===== src/rtl/crc_adv_pkg.sv =====
package crc_adv_pkg;
    localparam int CRC_W = 32;
    localparam logic [CRC_W-1:0] CRC_POLY = 32'h04C11DB7;

    // One zero-input step of an MSB-first generator register.
    function automatic logic [CRC_W-1:0] zstep(input logic [CRC_W-1:0] s,
                                               input logic [CRC_W-1:0] poly);
        zstep = {s[CRC_W-2:0], 1'b0} ^ (s[CRC_W-1] ? poly : '0);
    endfunction

    // Unrolled run of zero-input steps; reduces to a fixed XOR matrix.
    function automatic logic [CRC_W-1:0] zadvance(input logic [CRC_W-1:0] s,
                                                  input logic [CRC_W-1:0] poly,
                                                  input int steps);
        logic [CRC_W-1:0] v;
        v = s;
        for (int i = 0; i < steps; i++) v = zstep(v, poly);
        zadvance = v;
    endfunction
endpackage


===== src/rtl/crc_adv_stage.sv =====
module crc_adv_stage
    import crc_adv_pkg::*;
#(
    parameter int W = CRC_W,
    parameter logic [W-1:0] POLY = CRC_POLY,
    parameter int STEP_BITS = 32
) (
    input  logic [W-1:0] stage_in,
    output logic [W-1:0] stage_out
);
    always_comb begin
        stage_out = zadvance(stage_in, POLY, STEP_BITS);
    end
endmodule


===== src/rtl/crc_adv_tap.sv =====
module crc_adv_tap #(
    parameter int W = 32,
    parameter int N_TAPS = 4,
    localparam int SEL_W = (N_TAPS > 1) ? $clog2(N_TAPS) : 1
) (
    input  logic [N_TAPS-1:0][W-1:0] taps,
    input  logic [SEL_W-1:0]         sel,
    output logic [W-1:0]             picked
);
    always_comb begin
        picked = taps[0];
        for (int i = 0; i < N_TAPS; i++) begin
            if (sel == SEL_W'(i)) picked = taps[i];
        end
    end
endmodule


===== src/rtl/crc_zero_adv.sv =====
module crc_zero_adv
    import crc_adv_pkg::*;
#(
    parameter int W = CRC_W,
    parameter logic [W-1:0] POLY = CRC_POLY,
    parameter int STEP_BITS = 32,
    parameter int N_STAGES = 4,
    localparam int SEL_W = (N_STAGES > 1) ? $clog2(N_STAGES) : 1
) (
    input  logic             clk,
    input  logic             rst_n,
    input  logic             in_valid,
    input  logic [SEL_W-1:0] in_sel,
    input  logic [W-1:0]     in_crc,
    output logic             out_valid,
    output logic [W-1:0]     out_crc
);
    // chain[0] is the input; chain[i+1] is the output of stage i.
    logic [N_STAGES:0][W-1:0]   chain;
    logic [N_STAGES-1:0][W-1:0] taps;
    logic [W-1:0]               picked;

    assign chain[0] = in_crc;

    for (genvar g = 0; g < N_STAGES; g++) begin : g_stage
        crc_adv_stage #(.W(W), .POLY(POLY), .STEP_BITS(STEP_BITS)) stage_i (
            .stage_in (chain[g]),
            .stage_out(chain[g+1])
        );
        assign taps[g] = chain[g+1];
    end

    crc_adv_tap #(.W(W), .N_TAPS(N_STAGES)) tap_i (
        .taps  (taps),
        .sel   (in_sel),
        .picked(picked)
    );

    always_ff @(posedge clk) begin
        if (!rst_n) begin
            out_valid <= 1'b0;
            out_crc   <= '0;
        end else begin
            out_valid <= in_valid;
            if (in_valid) out_crc <= picked;
        end
    end
endmodule


===== config.mk =====
export PLATFORM = sky130hd
export DESIGN_NAME = crc_zero_adv
export DESIGN_NICKNAME = d
export VERILOG_FILES = /design/src/rtl/crc_adv_pkg.sv /design/src/rtl/crc_adv_stage.sv /design/src/rtl/crc_adv_tap.sv /design/src/rtl/crc_zero_adv.sv
export SDC_FILE = /design/constraint.sdc
export NUM_CORES = 1
export LEC_CHECK = 0
export ABC_CLOCK_PERIOD_IN_PS = 10250
export BUFFER_PORTS_ARGS = -buffer_cell sky130_fd_sc_hd__clkbuf_2
export CAP_MARGIN = 40
export CORE_UTILIZATION = 55
export DETAILED_ROUTE_END_ITERATION = 12
export PLACE_DENSITY = 0.75
export SYNTH_ARGS = -nofsm -noshare
export SYNTH_HDL_FRONTEND = slang
export SYNTH_SLANG_ARGS = --single-unit

===== constraint.sdc =====
create_clock -name clk -period 10.25 [get_ports clk]
set_input_delay 0 -clock clk [delete_from_list [all_inputs] [get_ports clk]]
set_output_delay 0 -clock clk [all_outputs]
set_load 0.01 [all_outputs]

==> qor.csv <==
stage;metric;value;unit
timing;hold_viol;0;
worst_setup_path;crit_top_cell;xnor3_1;
yosys;yosysTopAreaCellShare;0.406;
yosys;synth_nets;1345;
min_path;hold_depth;3;
layout;antennaDiodeCount;0;
clocking;cts_inserted_buffers;5;
yosys;async_flop_share;0;
yosys;synth_cell_type_count;47;
die;die_area;32000;sq um
worst_setup_path;worst-r2r-cell-count;3;
clocking;numClockSinks;33;
clocking;cts_tree;built;
global_routing;groute.layer.met1.usage;0.424;
global_routing;grt_pass1_vias;10900;
place;io_buffers;69;
yosys;synth_top_family_by_area;XOR/XNOR gates;
clocking;ctsHoldBuffers;0;
min_path;hp-class;in -> reg;
die;io_pins;70;
yosys;synthAdderAreaFrac;0;
global_routing;antenna_found_initial;0;
worst_setup_path;path_delay_family;XOR/XNOR gates;
timing;timing.final.ws_setup;300;ps
yosys;synth-seq-cells;33;
yosys;postSynthAreaPerCell;13.2;sq um
timing;period_needed;9950;ps
die;row_count;64;
yosys;synthMuxAreaShare;0.00880;
die;die_w;179;microns
timing;fmax;0.101;GHz
die;start_util;0.561;
global_routing;globalRouteOverflowTotal;0;
drt;vias_per_cell;5.66;
drt;detail-route-antenna-nets;0;
place;dp_slack;-259;ps
worst_setup_path;regToRegEndpoint;out_crc[16]$_SDFFE_PN0P_;
drt;drt-total-wl;49.3;mm
drt;remaining_drc_errors;0;
place;gp_congestion;0.960;
yosys;ys.flop_type;dfxtp_1;
global_routing;globalRoute.busiestLayer;met2;
worst_setup_path;regToRegStartpoint;out_crc[16]$_SDFFE_PN0P_;
drt;post_drt_wl_per_cell;26.2;microns
worst_setup_path;worst_path_max_delay_cell;xor3_2;
yosys;synth.largest_area_cell;xnor3_1;
worst_setup_path;ff2ff_setup_slack;9270;ps
layout;fillCellCount;2346;
timing;slew_violations;0;
layout;syn_to_final_growth;12.4;%
worst_setup_path;crit_path_max_fanout;9;
global_routing;grtUsageMet2;0.514;
layout;ff_latch_area;661;sq um
yosys;synth_simple_gate_area_frac;0.0184;
clocking;clockBufferDepth;2;
min_path;min_to;out_crc[15]$_SDFFE_PN0P_;
global_routing;grt_max_degree;69;
place;post-dp-hpwl;42.1;mm
global_routing;grt_use_met3;0.0307;
global_routing;grt_pass1_wl;71.1;mm
timing;fin_skew;0;ps
drt;drtIter0Drc;948;
job;drv_cap;0;
yosys;synth_edf_count;0;
timing;period_share;0.971;
place;dp_cells;1873;
worst_setup_path;slowest_delay;630;ps
clocking;root_buffer;clkbuf_16;
timing;tightestPinTransition;845;ps
layout;multi_input_area;16500;sq um
layout;fin_cells;1886;
drt;firstDrtPassIters;7;
worst_setup_path;start_kind;input pin;
worst_setup_path;crit_type;in -> reg;
yosys;syn-instance-count;1308;
yosys;synth-seq-area-share;0.0384;
timing;fin_tns_setup;0;ps
yosys;synth-xor-area-share;0.878;
die;die_y;179;microns
worst_setup_path;crit_buf_inv;1;
timing;setup_viol;0;
clocking;clock_latency;270;ps
layout;final_util;0.631;
worst_setup_path;arrival;10070;ps
worst_setup_path;critPathCaptureType;flip-flop;
clocking;cts_max_level;2;
yosys;synth_compound_area_frac;0.0419;
layout;nets;1526;
yosys;netlist_area;17200;sq um
layout;drive_gt1_frac;0.246;
global_routing;grtUsageTotal;0.312;
die;core;30700;sq um
min_path;min_from;rst_n;
yosys;yosysWarnings;0;
timing;slew_headroom;0.437;
worst_setup_path;cp.required;10370;ps
clocking;clk_pin_slew_worst_paths;50;ps
run_status;status;complete, no violations;
yosys;synth_area_leaders;xnor3_1 41%, xnor2_1 20%, xor2_1 7.3%;
drt;vias;10700;
==> registers in the layout, indices dropped and copies added, names as in the netlist <==
name	count
out_valid	1
out_crc	32
==> cells in the final DEF, fill, tap and decap left out, types with 16 or more instances in the layout <==
| cell | count |
|---|---|
| xnor2_4 | 16 |
| buf_4 | 149 |
| xor2_1 | 140 |
| dfxtp_1 | 33 |
| xnor3_2 | 26 |
| nor2_1 | 26 |
| xor3_1 | 48 |
| o21ai_0 | 59 |
| xor2_2 | 17 |
| xnor2_1 | 391 |
| a21oi_1 | 26 |
| xnor2_2 | 47 |
| nand2_1 | 37 |
| clkbuf_2 | 69 |
| xnor3_1 | 305 |
==> cell type report <==
cell class | instances | area share
tap | 396 | 0.0256
sequential | 33 | 0.0342
clock inverter | 1 | 0.00155
clock buffer | 7 | 0.00737
inverter | 5 | 0.000970
timing repair buffer | 220 | 0.0773
multi-input combinational | 1224 | 0.853
==> routing by layer <==
metal,routed length [microns],part of all wire,up-vias
li1,-,-,4849
met2,23700,0.48,435
met5,0,0,-
met1,20300,0.41,5297
met3,3190,0.065,91
met4,2170,0.044,0
==> repair_timing <==
action / CTS / global route
endpoints found under the setup margin: 0 / 20
setup buffers: 0 / 4
resized for setup: 0 / 26
hold endpoints to repair: 0 / 0
==> kinds of logic after synthesis <==
logic type             after synthesis
XOR/XNOR                          1011
AO/OA/AOI/OAI                      122
AND/OR/NAND/NOR                     77
buffers and inverters               51
flip-flops                          33
multiplexers                        14
==> how the worst max path moves through the flow <==
stage | start | end | slack [ps] | cells after the start
2_1_floorplan | in_crc[27] | out_crc[8]$_SDFFE_PN0P_ | 600 | 26
3_3_place_gp | in_crc[22] | out_crc[15]$_SDFFE_PN0P_ | -130 | 26
3_5_place_dp | in_crc[22] | out_crc[18]$_SDFFE_PN0P_ | -260 | 27
4_1_cts | in_crc[22] | out_crc[18]$_SDFFE_PN0P_ | 50 | 27
5_1_grt | in_crc[30] | out_crc[18]$_SDFFE_PN0P_ | -10 | 27
6_report | in_crc[30] | out_crc[11]$_SDFFE_PN0P_ | 300 | 25
==> worst min-delay path, cell delays in order <==
cell      delay [ps]
clkbuf_2         300
nand2_1          130
o21ai_1           50
==> synthesized netlist by cell type (21+ instances only) <==
master      n
o21ai_0    59
nor2_1     26
xor2_1    143
xnor2_2    42
clkbuf_1   27
xor3_1     49
dfxtp_1    33
xnor3_1   310
xnor2_1   401
xnor3_2    21
nand2_1    37
a21oi_1    26
==> metrics by stage <==
step                cell area (sq um)  hold slack [ps]
detailed placement              18900              392
global route                    19300              283
global placement                18900              393
finish                          19300              254
floorplan                       17200              138
CTS                             19100              245
Power is not shown: default switching activity piles up to over one toggle a cycle in this logic, so the estimate is an artifact.
